**config.mk**
```make
export PLATFORM = sky130hd
export DESIGN_NAME = lane_sample_unpack
export DESIGN_NICKNAME = d
export VERILOG_FILES = /design/src/rtl/unpack_pkg.sv /design/src/rtl/unpack_phase_fsm.sv /design/src/rtl/unpack_slicer.sv /design/src/rtl/unpack_out_stage.sv /design/src/rtl/lane_sample_unpack.sv
export SDC_FILE = /design/constraint.sdc
export NUM_CORES = 1
export LEC_CHECK = 0
export CAP_MARGIN = 40
export CORE_ASPECT_RATIO = 2
export CORE_MARGIN = 5
export CORE_UTILIZATION = 30
export CTS_CLUSTER_DIAMETER = 60
export DETAILED_ROUTE_END_ITERATION = 7
export GPL_TIMING_DRIVEN = 0
export HOLD_SLACK_MARGIN = 0.12
export REMOVE_ABC_BUFFERS = 1
export SETUP_SLACK_MARGIN = 0.5
export SYNTH_ARGS = -nofsm -noshare
export SYNTH_HDL_FRONTEND = slang
export SYNTH_SLANG_ARGS = --single-unit
export TNS_END_PERCENT = 1
```
**constraint.sdc**
```tcl
create_clock -name clk -period 3.1 [get_ports clk]
set_input_delay 0.465 -clock clk [delete_from_list [all_inputs] [get_ports clk]]
set_output_delay 0.465 -clock clk [all_outputs]
set_load 0.05 [all_outputs]
```
**src/rtl/unpack_pkg.sv**
```systemverilog
package unpack_pkg;

    // Word-pair phase of the frame collector
    typedef enum logic [0:0] {
        PH_FIRST  = 1'b0,
        PH_SECOND = 1'b1
    } pair_phase_t;

    // Default lane geometry
    localparam int unsigned LANE_WORD_W = 32;
    localparam int unsigned SAMPLE_W    = 12;
    localparam int unsigned SAMPLES_PER = 5;

endpackage

```
**src/rtl/unpack_phase_fsm.sv**
```systemverilog
module unpack_phase_fsm
    import unpack_pkg::*;
#(
    parameter int unsigned WORD_W = LANE_WORD_W,
    localparam int unsigned FRAME_W = 2 * WORD_W
) (
    input  logic              clk,
    input  logic              rst_n,
    input  logic              in_valid,
    input  logic              in_sof,
    input  logic [WORD_W-1:0] in_word,
    output logic              frame_fire,
    output logic              mark_err,
    output logic [FRAME_W-1:0] frame_bits
);

    pair_phase_t phase_q;
    pair_phase_t phase_d;
    logic [WORD_W-1:0] half_q;
    logic              load_half;

    // State register
    always_ff @(posedge clk or negedge rst_n) begin
        if (!rst_n) begin
            phase_q <= PH_FIRST;
        end else begin
            phase_q <= phase_d;
        end
    end

    // Stored first half
    always_ff @(posedge clk or negedge rst_n) begin
        if (!rst_n) begin
            half_q <= '0;
        end else if (load_half) begin
            half_q <= in_word;
        end
    end

    // Next state and outputs
    always_comb begin
        phase_d    = phase_q;
        load_half  = 1'b0;
        frame_fire = 1'b0;
        mark_err   = 1'b0;
        unique case (phase_q)
            PH_FIRST: begin
                if (in_valid) begin        // take_first
                    load_half = 1'b1;
                    phase_d   = PH_SECOND;
                end
            end
            PH_SECOND: begin
                if (in_valid && in_sof) begin          // resync
                    load_half = 1'b1;
                    mark_err  = 1'b1;
                    phase_d   = PH_SECOND;
                end else if (in_valid) begin           // take_second
                    frame_fire = 1'b1;
                    phase_d    = PH_FIRST;
                end else begin                         // hold
                    phase_d = PH_SECOND;
                end
            end
            default: begin
                phase_d = PH_FIRST;
            end
        endcase
    end

    assign frame_bits = {half_q, in_word};

endmodule

```
**src/rtl/unpack_slicer.sv**
```systemverilog
module unpack_slicer
    import unpack_pkg::*;
#(
    parameter int unsigned SAMP_W   = SAMPLE_W,
    parameter int unsigned NUM_SAMP = SAMPLES_PER,
    parameter int unsigned FRAME_W  = 2 * LANE_WORD_W,
    localparam int unsigned PAY_W   = SAMP_W * NUM_SAMP,
    localparam int unsigned TAIL_W  = FRAME_W - PAY_W
) (
    input  logic [FRAME_W-1:0] frame_bits,
    input  logic               fmt_twos,
    output logic [PAY_W-1:0]   samples
);

    logic [SAMP_W-1:0] flip_mask;
    logic              tail_unused;

    assign flip_mask   = {fmt_twos, {(SAMP_W-1){1'b0}}};
    assign tail_unused = ^frame_bits[TAIL_W-1:0];

    for (genvar k = 0; k < NUM_SAMP; k++) begin : g_lane_sample
        localparam int unsigned TOP = FRAME_W - 1 - k * SAMP_W;
        logic [SAMP_W-1:0] raw;
        assign raw = frame_bits[TOP -: SAMP_W];
        assign samples[k*SAMP_W +: SAMP_W] = raw ^ flip_mask;
    end

endmodule

```
**src/rtl/unpack_out_stage.sv**
```systemverilog
module unpack_out_stage #(
    parameter int unsigned PAY_W = 60
) (
    input  logic             clk,
    input  logic             rst_n,
    input  logic             frame_fire,
    input  logic             mark_err,
    input  logic [PAY_W-1:0] samples_d,
    output logic             out_valid,
    output logic             align_err,
    output logic [PAY_W-1:0] out_samples
);

    always_ff @(posedge clk or negedge rst_n) begin
        if (!rst_n) begin
            out_valid <= 1'b0;
            align_err <= 1'b0;
        end else begin
            out_valid <= frame_fire;
            align_err <= mark_err;
        end
    end

    always_ff @(posedge clk or negedge rst_n) begin
        if (!rst_n) begin
            out_samples <= '0;
        end else if (frame_fire) begin
            out_samples <= samples_d;
        end
    end

endmodule

```
**src/rtl/lane_sample_unpack.sv**
```systemverilog
module lane_sample_unpack
    import unpack_pkg::*;
#(
    parameter int unsigned WORD_W   = LANE_WORD_W,
    parameter int unsigned SAMP_W   = SAMPLE_W,
    parameter int unsigned NUM_SAMP = SAMPLES_PER,
    localparam int unsigned FRAME_W = 2 * WORD_W,
    localparam int unsigned PAY_W   = SAMP_W * NUM_SAMP
) (
    input  logic              clk,
    input  logic              rst_n,
    input  logic              in_valid,
    input  logic              in_sof,
    input  logic [WORD_W-1:0] in_word,
    input  logic              fmt_twos,
    output logic              out_valid,
    output logic [PAY_W-1:0]  out_samples,
    output logic              align_err
);

    logic               frame_fire;
    logic               mark_err;
    logic [FRAME_W-1:0] frame_bits;
    logic [PAY_W-1:0]   samples_d;

    unpack_phase_fsm #(
        .WORD_W (WORD_W)
    ) u_phase (
        .clk        (clk),
        .rst_n      (rst_n),
        .in_valid   (in_valid),
        .in_sof     (in_sof),
        .in_word    (in_word),
        .frame_fire (frame_fire),
        .mark_err   (mark_err),
        .frame_bits (frame_bits)
    );

    unpack_slicer #(
        .SAMP_W   (SAMP_W),
        .NUM_SAMP (NUM_SAMP),
        .FRAME_W  (FRAME_W)
    ) u_slice (
        .frame_bits (frame_bits),
        .fmt_twos   (fmt_twos),
        .samples    (samples_d)
    );

    unpack_out_stage #(
        .PAY_W (PAY_W)
    ) u_out (
        .clk         (clk),
        .rst_n       (rst_n),
        .frame_fire  (frame_fire),
        .mark_err    (mark_err),
        .samples_d   (samples_d),
        .out_valid   (out_valid),
        .align_err   (align_err),
        .out_samples (out_samples)
    );

endmodule

```
=== Word-level counts from Yosys, hierarchy flattened ===
Cells that the tools add are included.

* Bits in registers: 95
* Bits of input ports: 37
* Output and inout bits: 62

* Mux-type cells: 9
* Bitwise operators: 6
* Reduce and logical (&&, ||, !) cells: 1

{| class="wikitable"
|+ Operators with widths
! kind !! count
|-
| 12-bit XOR || 5
|-
| 1-bit 2-to-1 mux || 7
|-
| 1-bit case mux with 2 select lines || 2
|-
| 1-bit logical AND || 1
|-
| 1-bit NOT || 1
|}

=== Depth between registers and ports, before layout ===
Gate-level depths: netlist of run 1.

* Word-level depth: 3
* Depth in mapped cells: 5

=== Hierarchy ===
Synthesis of run 1 repeated with hierarchy kept, for this count alone.

* Cell total of the unflattened synthesis: 297
* Area total of the unflattened synthesis: 4,553.1 sq um

{| class="wikitable"
|+ Modules (own cells, without submodules)
! module !! times used !! cells each !! area an instance (sq um) !! sequential area each (sq um)
|-
| unpack_out_stage || 1 || 129 || 2,583.7 || 1,551.5
|-
| unpack_phase_fsm || 1 || 107 || 1,501.4 || 825.8
|-
| unpack_slicer || 1 || 61 || 467.9 || 0.0
|}

=== Worst setup path after synthesis of run 1 ===
Ideal clock, no wire load.

* Path kind: input to register
* Start: input port in_sof
* End: register u_out.out_samples[15]
* Setup time: 0.125 ns
* Data arrival time: 1.230 ns
* Path slack: 1.745 ns
* Stages on the path: 4
* Path through: nand3b_1 > buf_6 > buf_6 > mux2_4

* Longest elaborated chain between the ends: 3

{| class="wikitable"
|+ Ends and longest elaborated chain
! what !! RTL line !! RTL
|-
| from (decl) || lane_sample_unpack.sv:13 || <nowiki>input logic in_sof,</nowiki>
|-
| 1-bit logical AND || unpack_phase_fsm.sv:54 || <nowiki>if (in_valid && in_sof) begin</nowiki>
|-
| 1-bit 2-to-1 mux || unpack_phase_fsm.sv:54 ||
|-
| 1-bit 2-to-1 mux || unpack_phase_fsm.sv:46 || <nowiki>unique case (phase_q)</nowiki>
|-
| to (signal assigned) || unpack_out_stage.sv:28 || <nowiki>out_samples <= samples_d;</nowiki>
|-
| to (decl) || unpack_out_stage.sv:11 || <nowiki>output logic [PAY_W-1:0] out_samples</nowiki>
|}

Every way passes these cells.
A chain may end at the register's enable or synchronous reset.

=== Worst setup path in the final report of run 1 ===
* Start: input port in_valid
* End: register u_out.out_samples[27]

* Longest elaborated chain between the ends: 3
* Elaborated cells between the ends (all ways): 4

{| class="wikitable"
|+ Ends and longest elaborated chain
! what !! RTL line !! RTL
|-
| from (decl) || lane_sample_unpack.sv:12 || <nowiki>input logic in_valid,</nowiki>
|-
| 1-bit 2-to-1 mux or 1-bit logical AND (tied branches) || unpack_phase_fsm.sv:58, unpack_phase_fsm.sv:54 ||
|-
| 1-bit 2-to-1 mux * || unpack_phase_fsm.sv:54 ||
|-
| 1-bit 2-to-1 mux * || unpack_phase_fsm.sv:46 ||
|}

Every way passes the cells marked *; elsewhere a longest branch is shown, timed or not.

==> results of run 1 <==
## kinds of logic (layout without fill, tap and decap cells)
kind of cell	count (synthesis)	in the layout
AOI/OAI and AO/OA	7	7
xor gates and xnor gates	5	5
buffers and inverters	13	120
DFF	95	95
muxes	87	87
and+or+nand+nor	7	7
## power breakdown
part / leakage [nW] / internal, mW / switching (mW)
combinational: 1.01 / 0.708 / 1.08
clock: 0.153 / 0.774 / 0.434
sequential: 1.13 / 1.53 / 0.151
total: 2.29 / 3.01 / 1.66
## worst max path at each step
stage / from / endpoint / slack [ns] / cells after the start
floorplan: in_sof / u_out.out_samples[0] / -0.20 / 2
global placement: rst_n / u_out.out_valid / -1.92 / 1
detailed placement: in_valid / u_out.out_samples[27] / 0.47 / 6
CTS: in_valid / u_out.out_samples[27] / 0.82 / 6
global route: in_valid / u_out.out_samples[39] / 0.75 / 6
finish: in_valid / u_out.out_samples[27] / 0.83 / 6
## cell type report
cell class              count  area, um^2
clock buffers               9         225
clock inverters             4        97.6
fillers                  1145        6920
inverters                   2        7.51
multi-input cells         106        1210
flip-flops and latches     95        2380
well taps                 147         184
repair buffers            105        1100
## registers in the layout, summed over array words and instances, names as in the netlist
signal             cells
u_out.align_err        1
u_out.out_valid        1
u_phase.half_q        32
u_phase.phase_q        1
u_out.out_samples     60
## cells in the final DEF (no fill, tap or decap), drive strengths merged
cell,n
clkdlybuf4s50,97
dfrtp,95
mux2,87
clkbuf,9
buf,8
o21ai,7
xnor2,5
nand2,5
bufinv,3
inv,2
and3,1
nand3b,1
clkinvlp,1
## worst max-delay path, delay by kind of cell
| kind | cells | cell delay [ns] |
|---|---|---|
| buffers and inverters | 4 | 1.23 |
| multiplexers | 1 | 0.30 |
| AND/OR/NAND/NOR | 1 | 0.48 |
## layer usage
layer,vias up,wire length (um),GRT usage (%)
met3,14,292,2.47
met4,0,269,5.72
li1,944,-,-
met5,-,0,0
met2,50,4600,20.6
met1,1082,2730,12.2
==> flow_metrics.env, run 1 <==
export IMPL_synth_top_family_by_area="multiplexers"
export IMPL_start_util_pct=30.3
export IMPL_grt_pass1_vias=2352
export IMPL_syn_area_mm2=0.00367
export IMPL_gp_congestion=0.680
export IMPL_dp_hpwl_mm=5.90
export IMPL_worst_path_max_fanout=16
export IMPL_slowest_stage="clkdlybuf4s50_1"
export IMPL_p_total_mw=4.67
export IMPL_antenna_found_initial=0
export IMPL_synthMuxAreaShare_pct=29.6
export IMPL_final_max_slew_viol_count=0
export IMPL_post_cts_buffers=0
export IMPL_clk_latency_ns=0.33
export IMPL_synth_async_sr_flop_share_pct=100
export IMPL_crit_arrival_ns=2.49
export IMPL_clkSlewWorstSetupHoldPaths_ns=0.07
export IMPL_synth_area_leaders="dfrtp_1 65%, mux2_2 17%, mux2_4 12%"
export IMPL_p_leak_nw=2.29
export IMPL_cts_tree="built"
export IMPL_n_antenna_cell=0
export IMPL_relSlewSlack_pct=56.1
export IMPL_grt_usage_pct=11.5
export IMPL_ys_seq_area_share_pct=64.7
export IMPL_cts_resized_gates=0
export IMPL_rsz0062_at_grt="no"
export IMPL_drv_cap=0
export IMPL_slowest_delay_ns=0.55
export IMPL_synthAdderAreaFrac_pct=0
export IMPL_yosysWarnings=0
export IMPL_cp_start_kind="input port"
export IMPL_die_area_mm2=0.0147
export IMPL_critical_path_most_common_cell="buf_8"
export IMPL_overflow=0
export IMPL_worst_pin_slew_ns=0.657
export IMPL_synth_top_area_cell="dfrtp_1"
export IMPL_post_route_util_pct=42.9
export IMPL_hold_violations=0
export IMPL_crit_path_end_kind="register"
export IMPL_synth_compound_area_share_pct=1.06
export IMPL_worst_r2r_endpoint="u_out.out_samples[13]"
export IMPL_fp_coreArea_mm2=0.0121
export IMPL_hold_class="input port to async pin"
export IMPL_firstDrtPassIters=4
export IMPL_fin_skew_ns=0.0102
export IMPL_report_final_setup_viol=0
export IMPL_reg2reg_slack_ns=1.14
export IMPL_wl_mm=7.89
export IMPL_place_inst=455
export IMPL_synth_most_common_cell="dfrtp_1"
export IMPL_yosys_top_cells_count="95 x dfrtp_1, 56 x mux2_2, 29 x mux2_4, 6 x o21ai_0"
export IMPL_cp_cell_sequence="clkdlybuf4s50_1 > nand3b_1 > buf_8 > buf_8 > buf_8 > mux2_4"
export IMPL_placed_area_mm2=0.00488
export IMPL_crit_required_ns=3.32
export IMPL_die_y_um=167
export IMPL_synth_seq_cells=95
export IMPL_holdWs_ns=0.124
export IMPL_fin_cells=468
export IMPL_outcome="completed"
export IMPL_synth_ff_type="dfrtp_1"
export IMPL_std_cell_rows=57
export IMPL_place_ws_ns=0.475
export IMPL_grt_pass1_wl_mm=12.8
export IMPL_routedWlPerCell_um=16.9
export IMPL_drc=0
export IMPL_synth_area_per_cell_um2=17.2
export IMPL_max_vdd_ir_drop_uv=372
export IMPL_yosysTopAreaCellShare_pct=64.7
export IMPL_max_freq_ghz=0.440
export IMPL_clock_path_buffers=2
export IMPL_design_area_mm2=0.00520
export IMPL_reg2reg_from="u_phase.phase_q"
export IMPL_htreeDepth=3
export IMPL_drt_antenna_violating_nets=0
export IMPL_drive_gt1_share_pct=33.3
export IMPL_synth_edf_count=0
export IMPL_cts_root_buf="clkbuf_16"
export IMPL_grt_max_degree=53
export IMPL_fin_crit_sh_pct=73.3
export IMPL_num_io_pins=99
export IMPL_avgViaCountPerCell=4.47
export IMPL_yosys_area_share_simple_pct=0.885
export IMPL_portBuffers=98
export IMPL_die_width_um=88.3
export IMPL_numCtsBuffers=9
export IMPL_netlist_instances=214
export IMPL_postCtsHoldBufs=0
export IMPL_worst_setup_path_type="input port to register"
export IMPL_vias=2090
export IMPL_fin_setup_tns_ns=0
export IMPL_fin_crit_ns=2.27
export IMPL_synth_xor_area_share_pct=1.19
export IMPL_yosysUniqueCellTypes=15
export IMPL_p_per_area_mw_per_mm2=898
export IMPL_setup_ws_ns=0.828
export IMPL_ff2ff_path_depth=5
export IMPL_clock_sinks=95
export IMPL_area_delta_synth_final_pct=41.6
export IMPL_dr_first_iter_drc_count=39
export IMPL_finalNetCount=356
(Power assumes the default switching activity.)
==> run 2: changes to the inputs <==
clock period = 1.95 ns   (was 3.1 ns; I/O delays follow)
==> run 2 against run 1 <==
- routed wire length increased by 2.0%
- cell count increased by 0.85%
- combinational power increased by 47%
- core utilization decreased by 0.072 points
- global-route usage increased by 0.17 points
- die area unchanged
- count of clock-buffer cells in the layout unchanged
- clock skew decreased by 0.00068 ns
- register-to-register slack got worse by 0.61 ns
- critical path depth decreased by 5
- setup slack got worse by 0.40 ns
- sequential cell count unchanged
- critical path type is now register to output port
- critical endpoint is now out_samples[6]
- largest power group is now sequential cells
==> flow_metrics.env, run 2 (synthesized netlist as in run 1, its figures left out) <==
export IMPL_final_seq_area_mm2=0.00238
export IMPL_clock_sinks=95
export IMPL_fp_coreArea_mm2=0.0121
export IMPL_relSlewSlack_pct=60.0
export IMPL_crit_required_ns=1.66
export IMPL_finalNetCount=360
export IMPL_whs_endpoint="u_phase.phase_q"
export IMPL_grt_pass1_wl_mm=13.0
export IMPL_outcome="completed"
export IMPL_path_buf_inv=1
export IMPL_numCtsBuffers=9
export IMPL_cp_start_kind="register"
export IMPL_antenna_found_initial=0
export IMPL_avgViaCountPerCell=4.47
export IMPL_n_antenna_cell=0
export IMPL_gp_congestion=0.680
export IMPL_cts_tree="built"
export IMPL_grt_pass1_vias=2367
export IMPL_placed_area_mm2=0.00488
export IMPL_crit_path_end_kind="output port"
export IMPL_die_area_mm2=0.0147
export IMPL_path_delay_family="buffers and inverters"
export IMPL_clock_path_buffers=2
export IMPL_slowest_delay_ns=0.56
export IMPL_worst_path_max_fanout=2
export IMPL_fin_crit_sh_pct=78.3
export IMPL_drive_gt1_share_pct=34.2
export IMPL_max_vdd_ir_drop_uv=556
export IMPL_setup_ws_ns=0.424
export IMPL_dp_hpwl_mm=5.90
export IMPL_firstDrtPassIters=5
export IMPL_hold_violations=0
export IMPL_final_max_slew_viol_count=0
export IMPL_worst_setup_path_type="register to output port"
export IMPL_htreeDepth=3
export IMPL_drv_cap=0
export IMPL_holdWs_ns=0.310
export IMPL_overflow=0
export IMPL_die_width_um=88.3
export IMPL_report_final_setup_viol=0
export IMPL_cts_root_buf="clkbuf_16"
export IMPL_routedWlPerCell_um=17.1
export IMPL_worst_r2r_endpoint="u_out.out_samples[12]"
export IMPL_start_util_pct=30.3
export IMPL_worstHoldStart="in_valid"
export IMPL_grt_usage_pct=11.6
export IMPL_p_leak_nw=2.41
export IMPL_max_flop_register="u_out.out_samples"
export IMPL_reg2reg_slack_ns=0.53
export IMPL_fill_cells=1162
export IMPL_grt_max_degree=53
export IMPL_slowest_stage="dlygate4sd2_1"
export IMPL_fin_skew_ns=0.00953
export IMPL_vias=2109
export IMPL_design_area_mm2=0.00519
export IMPL_wl_mm=8.05
export IMPL_crit_arrival_ns=1.23
export IMPL_multi_input_comb_area_mm2=0.00121
export IMPL_most_common_layout_cells="95 x dfrtp_1, 56 x mux2_2, 37 x dlygate4sd2_1, 33 x clkdlybuf4s50_1, 29 x mux2_4"
export IMPL_std_cell_rows=57
export IMPL_area_delta_synth_final_pct=41.4
export IMPL_worst_pin_slew_ns=0.600
export IMPL_clk_latency_ns=0.33
export IMPL_fin_crit_ns=1.53
export IMPL_largest_reg_flops=60
export IMPL_fin_setup_tns_ns=0
export IMPL_dr_first_iter_drc_count=35
export IMPL_portBuffers=98
export IMPL_hold_class="input port to register"
export IMPL_num_io_pins=99
export IMPL_ff2ff_path_depth=4
export IMPL_place_inst=455
export IMPL_cp_cell_sequence="dlygate4sd2_1"
export IMPL_clkSlewWorstSetupHoldPaths_ns=0.06
export IMPL_rsz0062_at_grt="yes"
export IMPL_reg_largest_list="u_out.out_samples: 60 flops, u_phase.half_q: 32 flops"
export IMPL_reg2reg_from="u_phase.phase_q"
export IMPL_max_freq_ghz=0.655
export IMPL_drt_antenna_violating_nets=0
export IMPL_place_ws_ns=-0.503
export IMPL_layout_commonest_cell="dfrtp_1"
export IMPL_drc=0
export IMPL_p_per_area_mw_per_mm2=1390
export IMPL_worstHoldPathCells=2
export IMPL_fin_cells=472
export IMPL_die_y_um=167
run 2: changes by cell type in the layout (fill, tap and decap cells not counted):
| cell | change |
|---|---|
| buf_12 | +1 |
| buf_4 | +3 |
| dlygate4sd2_1 | +37 |
| dlygate4sd3_1 | +1 |
| clkdlybuf4s15_1 | +24 |
| dlymetal6s2s_1 | +2 |
| buf_8 | -1 |
| clkbuf_2 | +1 |
| clkdlybuf4s50_1 | -64 |
run 2: power by group:
part | internal (mW) | switching [mW]
logic | 0.908 | 1.72
clock network | 1.23 | 0.692
registers | 2.43 | 0.233
run 2: timing repair:
item | in CTS | in global routing
pin swaps | 2 | 1
endpoints found under the setup margin | 145 | 102
gates cloned | 0 | 0
hold endpoints to repair | 43 | 0
setup buffers | 3 | 0
hold buffers | 1 | 0
gates resized for setup | 63 | 28
run 2: area by class of cell:
cell class | count | share of cell area (%)
clock inverters | 4 | 1.88
multi-input cells | 106 | 23.3
clock buffers | 9 | 4.34
repair buffers | 109 | 21.0
inverters | 2 | 0.145
well taps | 147 | 3.54
flip-flops and latches | 95 | 45.8
run 2: worst max path at each step:
stage / start / to / slack, ns / cells after the start
floorplan: in_sof / u_out.out_samples[0] / -1.18 / 2
global placement: rst_n / u_out.out_valid / -2.90 / 1
detailed placement: in_valid / u_out.out_samples[27] / -0.50 / 6
CTS: in_sof / u_out.out_samples[49] / 0.38 / 6
global route: u_out.out_samples[35] / out_samples[35] / 0.39 / 1
finish: u_out.out_samples[6] / out_samples[6] / 0.42 / 1
run 2: layer usage:
layer	share of wire, %	vias to the layer above	wire, um	track usage (%)
li1	-	954	-	-
met1	35	1092	2790	12.3
met2	58	51	4690	21.0
met3	3.8	12	302	2.47
met4	3.3	0	267	5.72
met5	0	-	0	0
run 2: metrics by stage:
step,power [mW],utilization [%]
detailed placement,5.58,40.3
floorplan,4.53,-
global route,7.54,42.8
global placement,5.52,39.2
CTS,7.30,42.6
finish,7.21,42.8
